[config.mk]
export PLATFORM = sky130hd
export DESIGN_NAME = dual_issue_gate
export DESIGN_NICKNAME = d
export VERILOG_FILES = /design/src/rtl/issue_gate_pkg.sv /design/src/rtl/issue_gate_decode.sv /design/src/rtl/issue_gate_fit.sv /design/src/rtl/issue_gate_window.sv /design/src/rtl/dual_issue_gate.sv
export SDC_FILE = /design/constraint.sdc
export NUM_CORES = 1
export LEC_CHECK = 0
export CAP_MARGIN = 20
export CORE_ASPECT_RATIO = 0.75
export CORE_UTILIZATION = 45
export DETAILED_ROUTE_END_ITERATION = 8
export MAX_ROUTING_LAYER = met4
export PLACE_DENSITY = 0.65
export SYNTH_ARGS = -nofsm -noshare
export SYNTH_HDL_FRONTEND = slang
export SYNTH_SLANG_ARGS = --single-unit
[constraint.sdc]
create_clock -name clk -period 4.7 [get_ports clk]
set_input_delay 0.94 -clock clk [delete_from_list [all_inputs] [get_ports clk]]
set_output_delay 0.94 -clock clk [all_outputs]
set_load 0.005 [all_outputs]
[src/rtl/issue_gate_pkg.sv]
package issue_gate_pkg;

    // Resource bit positions inside one window row
    localparam int NRES   = 11;
    localparam int R_LS   = 0;
    localparam int R_FP   = 1;
    localparam int R_P0E1 = 2;
    localparam int R_P0E2 = 3;
    localparam int R_P0WB = 4;
    localparam int R_P1E1 = 5;
    localparam int R_P1E2 = 6;
    localparam int R_P1WB = 7;
    localparam int R_M1   = 8;
    localparam int R_M2   = 9;
    localparam int R_BR   = 10;

    typedef logic [NRES-1:0] resvec_t;

    // Resources an accumulate or call blocks in one cycle
    localparam resvec_t FULL_EX = resvec_t'((1 << R_P0E1) | (1 << R_P0E2) |
                                            (1 << R_P1E1) | (1 << R_P1E2) |
                                            (1 << R_M1)   | (1 << R_M2));

    typedef enum logic [3:0] {
        IC_NOP   = 4'd0,
        IC_ALU   = 4'd1,
        IC_ALUSH = 4'd2,
        IC_LD    = 4'd3,
        IC_LDM   = 4'd4,
        IC_ST    = 4'd5,
        IC_STM   = 4'd6,
        IC_MUL16 = 4'd7,
        IC_MAC16 = 4'd8,
        IC_MUL   = 4'd9,
        IC_MAC   = 4'd10,
        IC_BR    = 4'd11,
        IC_CALL  = 4'd12,
        IC_FP    = 4'd13
    } iclass_e;

    function automatic logic uses_ls(input logic [3:0] c);
        return (c == IC_LD) || (c == IC_LDM) || (c == IC_ST) ||
               (c == IC_STM) || (c == IC_CALL);
    endfunction

    function automatic logic books_any(input logic [3:0] c);
        return (c >= 4'd1) && (c <= 4'd13);
    endfunction

endpackage

[src/rtl/issue_gate_decode.sv]
module issue_gate_decode
    import issue_gate_pkg::*;
#(
    parameter int WIN = 4   // must be at least 4
) (
    input  logic                     valid_i,
    input  logic [3:0]               cls_i,
    output logic [WIN-1:0][NRES-1:0] res_a_o,   // P0 variant
    output logic [WIN-1:0][NRES-1:0] res_b_o,   // P1 variant
    output logic                     flex_o     // class may use either pipe
);

    always_comb begin
        res_a_o = '0;
        res_b_o = '0;
        flex_o  = 1'b0;
        if (valid_i) begin
            unique case (cls_i)
                IC_ALU: begin
                    flex_o = 1'b1;
                    res_a_o[0][R_P0E2] = 1'b1;
                    res_a_o[1][R_P0WB] = 1'b1;
                    res_b_o[0][R_P1E2] = 1'b1;
                    res_b_o[1][R_P1WB] = 1'b1;
                end
                IC_ALUSH: begin
                    flex_o = 1'b1;
                    res_a_o[0][R_P0E1] = 1'b1;
                    res_a_o[1][R_P0E2] = 1'b1;
                    res_a_o[2][R_P0WB] = 1'b1;
                    res_b_o[0][R_P1E1] = 1'b1;
                    res_b_o[1][R_P1E2] = 1'b1;
                    res_b_o[2][R_P1WB] = 1'b1;
                end
                IC_LD, IC_ST: begin
                    res_a_o[0][R_LS] = 1'b1;
                end
                IC_LDM: begin
                    res_a_o[0][R_LS] = 1'b1;
                    res_a_o[1][R_LS] = 1'b1;
                end
                IC_STM: begin
                    flex_o = 1'b1;
                    res_a_o[0][R_LS]   = 1'b1;
                    res_a_o[0][R_P0E2] = 1'b1;
                    res_a_o[1][R_P0WB] = 1'b1;
                    res_a_o[1][R_LS]   = 1'b1;
                    res_b_o[0][R_LS]   = 1'b1;
                    res_b_o[0][R_P1E2] = 1'b1;
                    res_b_o[1][R_P1WB] = 1'b1;
                    res_b_o[1][R_LS]   = 1'b1;
                end
                IC_MUL16: begin
                    res_a_o[0][R_M1]   = 1'b1;
                    res_a_o[1][R_M2]   = 1'b1;
                    res_a_o[2][R_P0WB] = 1'b1;
                end
                IC_MAC16: begin
                    res_a_o[0]         = FULL_EX;
                    res_a_o[1][R_M2]   = 1'b1;
                    res_a_o[2][R_P0WB] = 1'b1;
                end
                IC_MUL: begin
                    res_a_o[0][R_M1]   = 1'b1;
                    res_a_o[1][R_M1]   = 1'b1;
                    res_a_o[2][R_M2]   = 1'b1;
                    res_a_o[3][R_P0WB] = 1'b1;
                end
                IC_MAC: begin
                    res_a_o[0]         = FULL_EX;
                    res_a_o[1]         = FULL_EX;
                    res_a_o[2][R_M2]   = 1'b1;
                    res_a_o[3][R_P0WB] = 1'b1;
                end
                IC_BR: begin
                    res_a_o[0][R_BR] = 1'b1;
                end
                IC_CALL: begin
                    res_a_o[0]       = FULL_EX;
                    res_a_o[0][R_BR] = 1'b1;
                    res_a_o[0][R_LS] = 1'b1;
                    res_a_o[0][R_FP] = 1'b1;
                end
                IC_FP: begin
                    res_a_o[0][R_FP] = 1'b1;
                end
                default: begin
                    // no-op and unused codes book nothing
                end
            endcase
            if (!flex_o) begin
                res_b_o = res_a_o;
            end
        end
    end

endmodule

[src/rtl/issue_gate_fit.sv]
module issue_gate_fit
    import issue_gate_pkg::*;
#(
    parameter int WIN = 4
) (
    input  logic [WIN-1:0][NRES-1:0] occ_i,
    input  logic [WIN-1:0][NRES-1:0] cand_i,
    output logic                     clash_o
);

    logic [WIN-1:0] row_hit;

    for (genvar k = 0; k < WIN; k++) begin : g_row
        // direct overlap, or load/store against floating point in one cycle
        assign row_hit[k] = (|(occ_i[k] & cand_i[k])) |
                            (occ_i[k][R_LS] & cand_i[k][R_FP]) |
                            (occ_i[k][R_FP] & cand_i[k][R_LS]);
    end

    assign clash_o = |row_hit;

endmodule

[src/rtl/issue_gate_window.sv]
module issue_gate_window
    import issue_gate_pkg::*;
#(
    parameter int WIN = 4
) (
    input  logic                     clk,
    input  logic                     rst_n,
    input  logic [WIN-1:0][NRES-1:0] add_i,   // bookings granted this cycle
    output logic [WIN-1:0][NRES-1:0] occ_o    // bookings seen this cycle
);

    localparam int HELD = WIN - 1;

    logic [HELD-1:0][NRES-1:0] held_q;

    for (genvar k = 0; k < WIN; k++) begin : g_view
        if (k < HELD) begin : g_stored
            assign occ_o[k] = held_q[k];
        end else begin : g_empty
            assign occ_o[k] = '0;
        end
    end

    always_ff @(posedge clk) begin
        if (!rst_n) begin
            held_q <= '0;
        end else begin
            for (int k = 0; k < HELD; k++) begin
                held_q[k] <= occ_o[k+1] | add_i[k+1];
            end
        end
    end

    // a new booking never lands on a resource already held this cycle
    a_r5_no_double_booking: assert property (@(posedge clk) disable iff (!rst_n)
        ((add_i[0] & occ_o[0]) == '0));

    // the window never holds both ports for the current cycle
    a_r5_ports_apart: assert property (@(posedge clk) disable iff (!rst_n)
        !(occ_o[0][R_LS] && occ_o[0][R_FP] && !occ_o[0][R_BR]));

endmodule

[src/rtl/dual_issue_gate.sv]
module dual_issue_gate
    import issue_gate_pkg::*;
#(
    parameter int WIN = 4   // reservation depth in cycles, at least 4
) (
    input  logic       clk,
    input  logic       rst_n,
    input  logic       v0_i,
    input  logic [3:0] cls0_i,
    input  logic       v1_i,
    input  logic [3:0] cls1_i,
    output logic       gnt0_o,
    output logic       pipe0_o,
    output logic       gnt1_o,
    output logic       pipe1_o
);

    logic [WIN-1:0][NRES-1:0] occ;
    logic [WIN-1:0][NRES-1:0] occ1;
    logic [WIN-1:0][NRES-1:0] a0, b0, a1, b1;
    logic [WIN-1:0][NRES-1:0] res0, res1, add;
    logic                     flex0, flex1;
    logic                     c0a, c0b, c1a, c1b;
    logic                     older_ok;

    issue_gate_window #(.WIN(WIN)) u_window (
        .clk   (clk),
        .rst_n (rst_n),
        .add_i (add),
        .occ_o (occ)
    );

    issue_gate_decode #(.WIN(WIN)) u_dec0 (
        .valid_i (v0_i),
        .cls_i   (cls0_i),
        .res_a_o (a0),
        .res_b_o (b0),
        .flex_o  (flex0)
    );

    issue_gate_decode #(.WIN(WIN)) u_dec1 (
        .valid_i (v1_i),
        .cls_i   (cls1_i),
        .res_a_o (a1),
        .res_b_o (b1),
        .flex_o  (flex1)
    );

    // older slot against the window
    issue_gate_fit #(.WIN(WIN)) u_fit0a (.occ_i(occ), .cand_i(a0), .clash_o(c0a));
    issue_gate_fit #(.WIN(WIN)) u_fit0b (.occ_i(occ), .cand_i(b0), .clash_o(c0b));

    assign gnt0_o  = v0_i && (!c0a || !c0b);
    assign pipe0_o = gnt0_o && flex0 && c0a;
    assign res0    = !gnt0_o ? '0 : (c0a ? b0 : a0);

    // younger slot against the window plus the older slot's bookings
    assign occ1 = occ | res0;

    issue_gate_fit #(.WIN(WIN)) u_fit1a (.occ_i(occ1), .cand_i(a1), .clash_o(c1a));
    issue_gate_fit #(.WIN(WIN)) u_fit1b (.occ_i(occ1), .cand_i(b1), .clash_o(c1b));

    assign older_ok = !v0_i || gnt0_o;
    assign gnt1_o   = v1_i && older_ok && (!c1a || !c1b);
    assign pipe1_o  = gnt1_o && flex1 && c1a;
    assign res1     = !gnt1_o ? '0 : (c1a ? b1 : a1);

    assign add = res0 | res1;

    // a blocked older instruction holds the younger one
    a_r13_in_order: assert property (@(posedge clk) disable iff (!rst_n)
        (v0_i && !gnt0_o) |-> !gnt1_o);

    // no grant without a valid instruction
    a_r1_grant_needs_valid: assert property (@(posedge clk) disable iff (!rst_n)
        (gnt0_o |-> v0_i) and (gnt1_o |-> v1_i));

    // a granted pair never mixes the two ports
    a_r5_pair_ports: assert property (@(posedge clk) disable iff (!rst_n)
        (gnt0_o && gnt1_o && uses_ls(cls0_i)) |-> (cls1_i != IC_FP));

    // the cycle after a load-multiple issues, no load/store-port class issues
    a_r6_ldm_second_cycle: assert property (@(posedge clk) disable iff (!rst_n)
        (gnt0_o && cls0_i == IC_LDM) |=>
            (!(gnt0_o && uses_ls(cls0_i)) && !(gnt1_o && uses_ls(cls1_i))));

    // a 32-bit multiply-accumulate blocks plain ALU issue on the next cycle
    a_r11_mac_second_cycle: assert property (@(posedge clk) disable iff (!rst_n)
        (gnt0_o && cls0_i == IC_MAC) |=> !(gnt0_o && cls0_i == IC_ALU));

    // only a class that books nothing pairs with a call
    a_r12_call_alone: assert property (@(posedge clk) disable iff (!rst_n)
        (gnt0_o && gnt1_o && cls0_i == IC_CALL) |-> !books_any(cls1_i));

endmodule

==> metrics <==
layout cells sized above 1=0.378; Core Box Area=0.00340 mm^2; Layout area overhead=45.9%; DR WL/cell=about 18 um; critical path peak fanout=10; clk_lat worst skew=~240 ps; Bufs on Longest Clock Path=2; Final Max Tran Viols=0; Worst Skew=just under 9 ps; count of clock tree sinks=8; area share of the largest cell type after synthesis=0.0967; Die Span X=72.0 um; PortBufs=15; final worst slack=approximately 120 ps; R2R depth=11; Congestion Overflow GR=0; Final setup viols=0; CP Capture Type=output pin; Largest register FFs=8; sequential area share after synthesis=0.0967; RePlAce Congestion=between 1 and 1.5; Worst-path clk slew=~50 ps; fin crit period=around 4600 ps; nets=310; largest area contributor in the netlist=dfxtp_1; Slowest-stage cell, CP=clkdlybuf4s50_1; Starting Density=0.487; Crit path max-delay family=buffers and inverters; Synth Flop Type=dfxtp_1; CTS tree=yes; antenna cells=0; via count=roughly 2100; TritonCTS buffer count=3; critical-path cell list=clkdlybuf4s50_1 -> buf_4 -> nand2_1 -> a31oi_2 -> a2111o_2 -> nor2_4 -> nor2_1 -> buf_4 -> and2b_1 -> clkdlybuf4s50_1; count leader, synth=nor2_1; VDD IR max=about 0.14 mV; Max Freq=approximately 220 MHz; # rows=18; WHS=850 ps; Tcrit/Tclk final=0.974; maxcap violations=0; vias in the first global route=1868; syn nets=232; status=finished, final reports clean; Syn Inst Count=220; final wirelength=6.08 mm; CTS Hold Bufs=0; I/O pin total=16; initial antenna violation count=0; vias per cell=approximately 6.2; RSZ-0062 raised after global routing=no; slew at the pin closest to its max-slew limit=roughly 430 ps; drt drc=0; Hold Vio Cnt, Final=0; Mean Syn Cell Area=7.52 um^2; Setup CP Type=input pin to output pin; Pre-antenna DRT Iters=8; CP Launch Type=input pin; HP Class=flip-flop to flip-flop; Static Leak=between 1 and 1.5 nW; Post-synth EDFFs=0; # fillers=279; dpl ws=-347 ps; GRT Resource Usage Total=0.326; DPL Wire Length=slightly below 5 mm; Post-Syn Area=roughly 0.0017 mm^2; Max H-tree Level=1; Worst setup endpoint=gnt0_o; Worst EP required=around 3800 ps; power per cell area=138 mW/mm^2; largest net degree at the start of global routing=12; r2r endpoint=u_window.occ_o[3]; ys async rst share=0; max incr delay on CP=roughly 500 ps; WP data arrival=approximately 3600 ps; area of the multi-input gates=roughly 0.0014 mm^2; library cells used by synthesis=between 70 and 80; Levels on crit path=10; antenna-violating nets left=0; yosys warns=0; WHS Path Cells=2; CTS root buf=clkbuf_8; first-pass GRT wire length=about 9.3 mm; Buf/Inv on CP=4; FF-to-FF setup slack=1970 ps; register area=160 um^2; die area=between 0.003 and 0.004 mm^2; Die Height=54.5 um; utilization after layout=0.710; RR Startpoint=u_window.occ_o[5]; crit path from=v0_i; register bit count reported by yosys=8; Synth area leaders=dfxtp_1, a21oi_1, nor2_1; commonest cells in the netlist=nor2_1, a21oi_1, inv_1, o21ai_0, nand2_1; Slew headroom=0.708; detailed router's first-iteration violation count=roughly 240
-- cell families (layout without fill, tap and decap cells) --
group	Yosys count	count (layout)	synth area share
multiplexers	1	1	0.00680
AND/OR/NAND/NOR	96	96	0.374
AO/OA/AOI/OAI	82	82	0.407
flip-flops	8	8	0.0967
XOR/XNOR	3	3	0.0159
adder cells (fa/ha/maj)	1	1	0.00680
buffers and inverters	29	105	0.0930
-- metal layers --
layer	wire length, um	share of wire	vias up	GRT usage
li1	-	-	1001	-
met5	0	0	-	-
met4	136	0.022	0	0.0621
met3	706	0.12	22	0.0829
met1	2720	0.45	982	0.440
met2	2510	0.41	134	0.497
-- area by class of cell --
class | instances | share of cell area
Multi-Input combinational cell | 183 | 0.573
Sequential cell | 8 | 0.0663
Tap cell | 50 | 0.0259
Clock buffer | 3 | 0.0171
Inverter | 12 | 0.0187
Timing Repair Buffer | 90 | 0.299
-- repair_timing --
| item | in CTS | in global routing |
|---|---|---|
| setup endpoints to repair | 3 | 1 |
| resized for setup | 19 | 4 |
| endpoints found under the hold margin | 0 | 0 |
| pin swaps | 5 | 0 |
| setup buffers | 1 | 0 |
-- cells in the final DEF, fill, tap and decap left out, types with 3 or more instances in the layout --
| master | netlist | layout |
|---|---|---|
| a221oi_2 | 4 | 4 |
| nand2_1 | 10 | 10 |
| buf_4 | 4 | 74 |
| o211ai_1 | 4 | 4 |
| nor3_1 | 8 | 8 |
| clkdlybuf4s50_1 | 0 | 6 |
| o22ai_1 | 4 | 4 |
| nand3b_1 | 4 | 4 |
| o21a_1 | 5 | 5 |
| nand3_1 | 4 | 4 |
| nor3b_1 | 4 | 4 |
| nor2_1 | 17 | 17 |
| o21ai_0 | 12 | 11 |
| a21oi_1 | 14 | 14 |
| nor2b_1 | 9 | 9 |
| nand2b_1 | 9 | 8 |
| and3_1 | 3 | 3 |
| dlygate4sd2_1 | 0 | 5 |
| dfxtp_1 | 8 | 8 |
| nand4_1 | 5 | 5 |
| o31ai_1 | 3 | 3 |
| inv_1 | 12 | 12 |
| clkbuf_8 | 0 | 3 |
-- stage by stage --
| step | power (mW) | area, um^2 | setup TNS, ps | instances |
|---|---|---|---|---|
| 6_report | 0.333 | 2410 | 0 | 346 |
| 2_1_floorplan | 0.162 | 1660 | 0 | 220 |
| 4_1_cts | 0.328 | 2400 | 0 | 346 |
| 5_1_grt | 0.348 | 2410 | 0 | 346 |
| 3_5_place_dp | 0.237 | 2330 | -734 | 342 |
| 3_3_place_gp | 0.235 | 2330 | -628 | 342 |
-- worst min-delay path, stage by stage (launching register included) --
cell and delay (ps):
dfxtp_1 390, a21oi_1 270, o22ai_1 130
-- report_power, final --
| group | internal, mW | switching, mW | leakage (nW) | total, mW |
|---|---|---|---|---|
| clock | 0.0561 | 0.0334 | 0.0216 | 0.0895 |
| sequential | 0.0704 | 0.00288 | 0.0650 | 0.0733 |
| combinational | 0.0847 | 0.0855 | 0.930 | 0.170 |
-- worst min-delay path by stage --
stage / from / endpoint / slack (ps)
after CTS: u_window.occ_o[8] / u_window.occ_o[9] / 790
after floorplan: u_window.occ_o[8] / u_window.occ_o[9] / 580
after global placement: u_window.occ_o[8] / u_window.occ_o[9] / 810
after global routing: u_window.occ_o[8] / u_window.occ_o[9] / 850
final: u_window.occ_o[8] / u_window.occ_o[9] / 850
after detailed placement: u_window.occ_o[8] / u_window.occ_o[9] / 780
Note: power is estimated with default switching activity, not from simulation.
